## src/rtl/pwm_shadow_upd.sv

```systemverilog
module pwm_shadow_upd #(
  parameter int CW = 12
) (
  input  logic          clk,
  input  logic          rst_n,
  input  logic          wr_en,
  input  logic [3:0]    wr_addr,
  input  logic [7:0]    wr_data,
  input  logic          cycle_end,
  input  logic          sw_stop,
  output logic [CW-1:0] act_set_a,
  output logic [CW-1:0] act_rst_a,
  output logic [CW-1:0] act_set_b,
  output logic [CW-1:0] act_rst_b,
  output logic [7:0]    act_cfg,
  output logic          act_mode
);
  localparam int HW = CW - 8;

  logic [HW-1:0] hi_stage;
  logic [CW-1:0] sh_sa, sh_ra, sh_sb, sh_rb;
  logic [CW-1:0] ac_sa, ac_ra;
  logic [7:0]    sh_cfg;
  logic          sh_mode;
  logic          lock, auto_req, auto_eff, mirror, rb_last;
  logic          commit, boundary, wr_lo, wr_buf;

  assign boundary = cycle_end | sw_stop;
  assign commit   = sw_stop | (cycle_end & (auto_eff ? rb_last : ~lock));
  assign wr_lo    = wr_en & (wr_addr < 4'd8) & wr_addr[0];
  assign wr_buf   = wr_lo | (wr_en & (wr_addr == 4'd8 || wr_addr == 4'd9));

  always_ff @(posedge clk or negedge rst_n) begin
    if (!rst_n) begin
      hi_stage <= '0;
      sh_sa <= '0; sh_ra <= '0; sh_sb <= '0; sh_rb <= '0;
      sh_cfg <= '0; sh_mode <= 1'b0;
      lock <= 1'b0; auto_req <= 1'b0; mirror <= 1'b0;
    end else if (wr_en) begin
      case (wr_addr)
        4'd0, 4'd2, 4'd4, 4'd6: hi_stage <= wr_data[HW-1:0];
        4'd1: sh_sa <= {hi_stage, wr_data};
        4'd3: sh_ra <= {hi_stage, wr_data};
        4'd5: sh_sb <= {hi_stage, wr_data};
        4'd7: sh_rb <= {hi_stage, wr_data};
        4'd8: sh_cfg <= wr_data;
        4'd9: sh_mode <= wr_data[0];
        4'd10: begin
          lock     <= wr_data[0];
          auto_req <= wr_data[1];
          mirror   <= wr_data[2];
        end
        default: ;
      endcase
    end
  end

  always_ff @(posedge clk or negedge rst_n) begin
    if (!rst_n) begin
      auto_eff <= 1'b0;
      rb_last  <= 1'b0;
    end else begin
      if (boundary) auto_eff <= auto_req;
      if (wr_buf) rb_last <= (wr_addr == 4'd7);
      else if (commit) rb_last <= 1'b0;
    end
  end

  always_ff @(posedge clk or negedge rst_n) begin
    if (!rst_n) begin
      ac_sa <= '0; ac_ra <= '0; act_set_b <= '0; act_rst_b <= '0;
      act_cfg <= '0; act_mode <= 1'b0;
    end else if (commit) begin
      ac_sa     <= sh_sa;
      ac_ra     <= sh_ra;
      act_set_b <= sh_sb;
      act_rst_b <= sh_rb;
      act_cfg   <= sh_cfg;
      act_mode  <= sh_mode;
    end
  end

  assign act_set_a = mirror ? act_set_b : ac_sa;
  assign act_rst_a = mirror ? act_rst_b : ac_ra;
endmodule

```

## config.mk

```make
export PLATFORM = sky130hd
export DESIGN_NAME = pwm_shadow_upd
export DESIGN_NICKNAME = d
export VERILOG_FILES = /design/src/rtl/pwm_shadow_upd.sv
export SDC_FILE = /design/constraint.sdc
export NUM_CORES = 1
export LEC_CHECK = 0
export BUFFER_PORTS_ARGS = -buffer_cell sky130_fd_sc_hd__buf_2
export CAP_MARGIN = 0
export CORE_MARGIN = 10
export CORE_UTILIZATION = 40
export CTS_CLUSTER_DIAMETER = 30
export CTS_CLUSTER_SIZE = 40
export DETAILED_ROUTE_END_ITERATION = 6
export PLACE_DENSITY = 0.63
export SLEW_MARGIN = 25
export SYNTH_ARGS = -nofsm -noshare
export SYNTH_HDL_FRONTEND = slang
export SYNTH_SLANG_ARGS = --single-unit
```

## constraint.sdc

```tcl
create_clock -name clk -period 2.01 [get_ports clk]
set_input_delay 0.1005 -clock clk [delete_from_list [all_inputs] [get_ports clk]]
set_output_delay 0.1005 -clock clk [all_outputs]
set_load 0.02 [all_outputs]
```

==> flow_summary.json, run 1 <==
{
  "status": "completed",
  "hold_path_class": "input port to flip-flop",
  "clock_power_share": 0.320,
  "arrival_ns": 1.64,
  "yosys.area_share.adder": 0,
  "post-route-util": 0.511,
  "vias_per_cell": 4.89,
  "synth_area_leaders": "dfrtp_1, mux2_2, mux2_1, mux2_4, buf_6",
  "drc_errors": 0,
  "tns_ns": 0,
  "slew_headroom": 0.625,
  "antenna_found_initial": 0,
  "grt_overflow_total": 0,
  "grt_pass1_wl_um": 16900,
  "synth_nets": 320,
  "synth-seq-area-share": 0.614,
  "cts.repair.resized": 0,
  "critPathSlowestCell": "dfrtp_1",
  "clk_latency_ns": 0.41,
  "gp_congestion": 0.742,
  "yosys.area.top_type": "dfrtp_1",
  "synth_area_um2": 5010,
  "fp.dieW_um": 132,
  "grt_pass1_vias": 3138,
  "post_synth_and_or_nand_nor_area_fraction": 0.0242,
  "sw_frac_of_total": 0.313,
  "syn2layout_area_growth_pct": 24.1,
  "power_frac_comb": 0.265,
  "synth-compound-area-share": 0.00724,
  "routed_wl_um": 10200,
  "setup_viol": 0,
  "finalHoldViolations": 0,
  "hold_depth": 2,
  "path_class": "flip-flop to primary output",
  "layoutNonFillerInstCount": 577,
  "drv_slew": 0,
  "slowest_delay_ns": 0.42,
  "numCtsBuffers": 17,
  "critPathLaunchType": "flip-flop",
  "synth_top_family_by_area": "multiplexers",
  "internal-power_mw": 6.03,
  "wl_per_cell_um": 17.6,
  "ys_warn_count": 0,
  "core_um2": 12200,
  "first_pass_iters": 4,
  "io_pins": 74,
  "hpwlAfterDp_um": 7030,
  "synth_top_area_frac": 0.614,
  "path_cells": "buf_4 -> mux2_2 -> buf_2",
  "num_vias": 2819,
  "dpl.cell_count": 543,
  "drive_gt1_frac": 0.589,
  "syn_inst": 303,
  "htree_num_levels": 4,
  "pwr-share-seq": 0.414,
  "diodes": 0,
  "start_util": 0.412,
  "synthDistinctLibCells": 24,
  "clock-sinks": 123,
  "total_power_mw": 8.78,
  "cap_violations": 0,
  "peakVddDrop_v": 0.000722,
  "grtUsageTotal": 0.123,
  "p_switching_mw": 2.75,
  "synth.ff_latch_count": 123,
  "period_needed_ns": 1.74,
  "synth_mux_area_frac": 0.336,
  "final_area_um2": 6220,
  "skew_ns": 0.00626,
  "portBuffers": 73,
  "ant_nets": 0,
  "nets": 413,
  "end_kind": "primary output",
  "tightest_slew_ns": 0.563,
  "path_max_fanout": 10,
  "rows": 40,
  "rsz0062_at_grt": "no",
  "placed_area_um2": 5650,
  "clockBufferDepth": 2,
  "p_per_area_nw_per_um2": 1410,
  "cts_tree": "built",
  "die-area_um2": 17400,
  "r2r_cells": 4,
  "avgSynthCellArea_um2": 16.5,
  "clk_pin_slew_ns": 0.06,
  "max_freq_ghz": 0.576,
  "drt_iter0_markers": 169,
  "worstPathRequired_ns": 1.91,
  "cts_root_buffer": "clkbuf_16",
  "die_h_um": 132,
  "synth_xor_xnor_area_share": 0,
  "period_share": 0.864,
  "grt_max_degree": 44,
  "leakagePower_nw": 2.92
}
-- power groups by stage --
stage	sequential, mW	clock [mW]	combinational (mW)
after CTS	3.65	2.88	2.40
after detailed placement	3.69	0	2.39
final	3.64	2.81	2.33
after floorplan	3.82	0	1.35
after global routing	3.74	3.01	2.53
after global placement	3.66	0	2.34
-- stage by stage --
step	setup slack, ns	hold WS [ns]
3_5_place_dp	0.400	0.127
2_1_floorplan	0.469	-0.195
6_report	0.274	0.0104
5_1_grt	0.199	0.0101
4_1_cts	0.241	0.00463
3_3_place_gp	0.453	0.125
-- critical path: cells and delay by family (launching register included) --
kind	cells	cell delay, ns
flip-flops	1	0.42
buffers and inverters	2	0.42
multiplexers	1	0.38
-- layer usage --
metal / GRT usage / vias up / wire length [um] / part of all wire
met1: 0.152 / 1451 / 4700 / 0.46
met4: 0.0482 / 0 / 132 / 0.013
met5: 0 / - / 0 / 0
met2: 0.189 / 64 / 4790 / 0.47
met3: 0.0454 / 11 / 563 / 0.055
li1: - / 1293 / - / -
-- timing repair --
item                                   4_1_cts  5_1_grt
endpoints found under the hold margin       42        0
setup buffers                                0        0
hold buffers                                 2        0
-- area by class of cell --
class                           count  area, um^2
Multi-Input combinational cell    166        1850
Sequential cell                   123        3080
Tap cell                          168         210
Timing Repair Buffer               88         523
Clock inverter                     14         124
Fill cell                        1042        5940
Clock buffer                       18         429
-- cells in the mapped netlist, drive strengths merged --
library cell / count
mux2: 146
dfrtp: 123
buf: 12
and3b: 3
nand2b: 3
clkbuf: 2
nand2: 2
nor2: 2
a221oi: 1
a31o: 1
a31oi: 1
nand3: 1
nand4: 1
nor3b: 1
nor4: 1
nor4b: 1
o21a: 1
o21ai: 1
-- registers in the layout, indices dropped and copies added (netlist names) --
register / cells
ac_ra: 12
ac_sa: 12
act_cfg: 8
act_mode: 1
act_rst_b: 12
act_set_b: 12
auto_eff: 1
auto_req: 1
hi_stage: 4
lock: 1
mirror: 1
rb_last: 1
sh_cfg: 8
sh_mode: 1
sh_ra: 12
sh_rb: 12
sh_sa: 12
sh_sb: 12
-- cells by family after synthesis --
group / count (synthesis)
compound gates: 5
buf+inv: 14
flops: 123
mux: 146
simple gates: 15
-- cells in the final DEF (no fill, tap or decap) --
cell	netlist	final
nand2b_1	3	3
nand2_1	2	2
clkinv_2	0	4
a31o_2	1	1
buf_12	0	3
a221oi_1	1	1
mux2_1	28	28
o21ai_0	1	1
nor2_1	2	2
clkinvlp_4	0	4
buf_2	3	72
nor4_4	1	1
inv_6	0	2
mux2_4	10	10
dfrtp_1	123	123
nor3b_1	1	1
buf_4	4	11
bufinv_16	0	1
a31oi_4	0	1
and3b_1	2	2
clkbuf_1	2	1
nand4_1	1	1
o21a_1	1	1
nand3_2	1	1
and3b_2	1	1
clkbuf_16	0	17
mux2_2	108	108
dlygate4sd3_1	0	2
clkinv_4	0	3
nor4b_2	1	1
-- final timing paths --
path	start	end	slack, ns
hold / removal	wr_data[4]	sh_ra[4]	0.01
min in group asynchronous	rst_n	act_cfg[1]	0.22
setup / recovery	mirror	act_rst_a[9]	0.27
max in group asynchronous	rst_n	sh_sb[8]	1.15
hold reg to reg	sh_ra[5]	sh_ra[5]	0.48
setup reg to reg	auto_eff	act_set_b[2]	0.40
No activity file was read; power rests on OpenSTA's default activity.
==> inputs of run 2 (changes only) <==
--- a/config.mk
+++ b/config.mk
@@ -5,9 +5,10 @@
 export SDC_FILE = /design/constraint.sdc
 export NUM_CORES = 1
 export LEC_CHECK = 0
+export ABC_AREA = 1
 export BUFFER_PORTS_ARGS = -buffer_cell sky130_fd_sc_hd__buf_2
 export CAP_MARGIN = 0
-export CORE_MARGIN = 10
+export CORE_MARGIN = 4
 export CORE_UTILIZATION = 40
 export CTS_CLUSTER_DIAMETER = 30
 export CTS_CLUSTER_SIZE = 40
==> run 2 against run 1 <==
Against the previous run: die area fell by 18%; global-route usage is 6.0 points higher; sequential cell count unchanged; via count grew 39%; total power fell by 4.5%; first-iteration DRC count increased by 43%.
==> flow_summary.json, run 2 <==
{
  "status": "completed",
  "arrival_ns": 1.68,
  "synth_most_common_cell": "nand2_1",
  "synth_area_leaders": "dfrtp_1, nand2_1, o21ai_0, nand3_1, inv_1",
  "nets": 654,
  "final_cell_mix": "nand2_1, dfrtp_1, o21ai_0",
  "start_util": 0.413,
  "critPathLaunchType": "flip-flop",
  "grtUsageTotal": 0.183,
  "synth.ff_latch_count": 123,
  "antenna_found_initial": 0,
  "htree_num_levels": 4,
  "layoutNonFillerInstCount": 817,
  "dpl_worst_slack_ns": 0.538,
  "dpl.cell_count": 780,
  "synth_top_area_frac": 0.616,
  "max_freq_ghz": 0.562,
  "n_fill_cell": 1168,
  "yosys.area.top_type": "dfrtp_1",
  "num_vias": 3908,
  "clk_latency_ns": 0.41,
  "peakVddDrop_v": 0.000615,
  "period_share": 0.885,
  "drc_errors": 0,
  "hold_depth": 3,
  "setup_viol": 0,
  "synth_nets": 575,
  "slew_headroom": 0.477,
  "async_flop_share": 1.00,
  "rsz0062_at_grt": "no",
  "leakagePower_nw": 3.19,
  "clock-sinks": 123,
  "die_h_um": 120,
  "worstPathRequired_ns": 1.91,
  "io_pins": 74,
  "period_needed_ns": 1.78,
  "cts_root_buffer": "clkbuf_16",
  "drv_slew": 0,
  "synth-main-ff-cell": "dfrtp_1",
  "grt_pass1_vias": 4041,
  "tns_ns": 0,
  "synth_commonest_cells": "nand2_1, dfrtp_1, o21ai_0, inv_1, nand3_1",
  "syn_inst": 558,
  "hpwlAfterDp_um": 8040,
  "skew_ns": 0.00675,
  "hold_path_class": "input port to flip-flop",
  "placed_area_um2": 5530,
  "synth_area_um2": 5000,
  "r2r_cells": 7,
  "avgSynthCellArea_um2": 8.96,
  "synthDistinctLibCells": 20,
  "regArea_um2": 3080,
  "first_pass_iters": 5,
  "grt_pass1_wl_um": 20500,
  "vias_per_cell": 4.78,
  "synth-edff-count": 0,
  "layout_commonest_cell": "nand2_1",
  "path_class": "flip-flop to primary output",
  "routed_wl_um": 12200,
  "end_kind": "primary output",
  "grt_overflow_total": 0,
  "tightest_slew_ns": 0.782,
  "wl_per_cell_um": 15.0,
  "core_um2": 12100,
  "drive_gt1_frac": 0.191,
  "portBuffers": 73,
  "cts_tree": "built",
  "path_max_fanout": 21,
  "synth-seq-area-share": 0.616,
  "rows": 40,
  "clk_pin_slew_ns": 0.05,
  "numCtsBuffers": 17,
  "clockBufferDepth": 2,
  "final_area_um2": 6210,
  "p_per_area_nw_per_um2": 1350,
  "finalWorstSetupSlack_ns": 0.231,
  "syn2layout_area_growth_pct": 24.3,
  "cap_violations": 0,
  "fp.dieW_um": 120,
  "ant_nets": 0,
  "drt_iter0_markers": 241,
  "gp_congestion": 0.816,
  "die-area_um2": 14300,
  "grt_max_degree": 82,
  "ys_warn_count": 0,
  "finalHoldViolations": 0,
  "diodes": 0,
  "multi_input_area_um2": 1580
}
run 2: cell count changes after synthesis, moves of 11 or more:
cell / previous run / this run
inv_1: 0 / 49
nor2_1: 2 / 18
nand3_1: 0 / 40
mux2_1: 28 / 0
clkbuf_1: 2 / 13
mux2_2: 108 / 0
o21ai_0: 1 / 93
a21oi_1: 0 / 13
nand2_1: 2 / 176
run 2: final timing paths:
kind                           start       endpoint  slack [ns]
max                           mirror  act_set_a[11]        0.23
min                        cycle_end       auto_eff        0.02
max reg2reg                  rb_last       ac_sa[3]        0.74
min reg2reg                 sh_rb[0]   act_rst_b[0]        0.47
max in group asynchronous      rst_n       sh_sb[7]        1.04
min in group asynchronous      rst_n   act_rst_b[3]        0.23
run 2: area by class of cell:
class | count | share of cell area
sequential | 123 | 0.496
clock buffer | 23 | 0.0770
tap | 168 | 0.0339
timing repair buffer | 90 | 0.0862
multi-input combinational | 355 | 0.254
clock inverter | 8 | 0.0226
inverter | 50 | 0.0302
run 2: timing repair:
action / 4_1_cts / 5_1_grt
setup buffers: 0 / 0
endpoints found under the setup margin: 0 / 0
hold buffers: 6 / 0
resized for setup: 0 / 0
endpoints found under the hold margin: 40 / 0
run 2: kinds of logic (layout without fill, tap and decap cells):
logic type	count (synthesis)	in the layout	synth area share
AOI/OAI and AO/OA	114	114	0.120
buffers and inverters	80	171	0.0679
DFF	123	123	0.616
and+or+nand+nor	241	241	0.196
run 2: where the power goes:
| part | internal (mW) | switching (mW) |
|---|---|---|
| clock | 2.16 | 1.03 |
| combinational | 0.598 | 1.21 |
| sequential | 3.05 | 0.338 |
run 2: critical path, stage by stage (launching register included):
cell and delay, ns:
dfrtp_1 0.52, buf_4 0.29, nand2_1 0.07, o21ai_0 0.15
buf_2 0.24
run 2: metal layers:
layer	global-route usage	vias up	share of wire
met3	0.0457	17	0.036
met1	0.237	1870	0.47
met5	0	-	0
met4	0.0673	0	0.020
li1	-	1936	-
met2	0.298	85	0.47
run 2: per-stage QoR:
stage	hold slack, ns	power, mW	utilization
floorplan	-0.195	4.52	-
global placement	0.118	5.17	0.457
detailed placement	0.124	5.23	0.457
CTS	0.00470	8.44	0.513
global route	0.0310	8.82	0.513
finish	0.0180	8.38	0.513
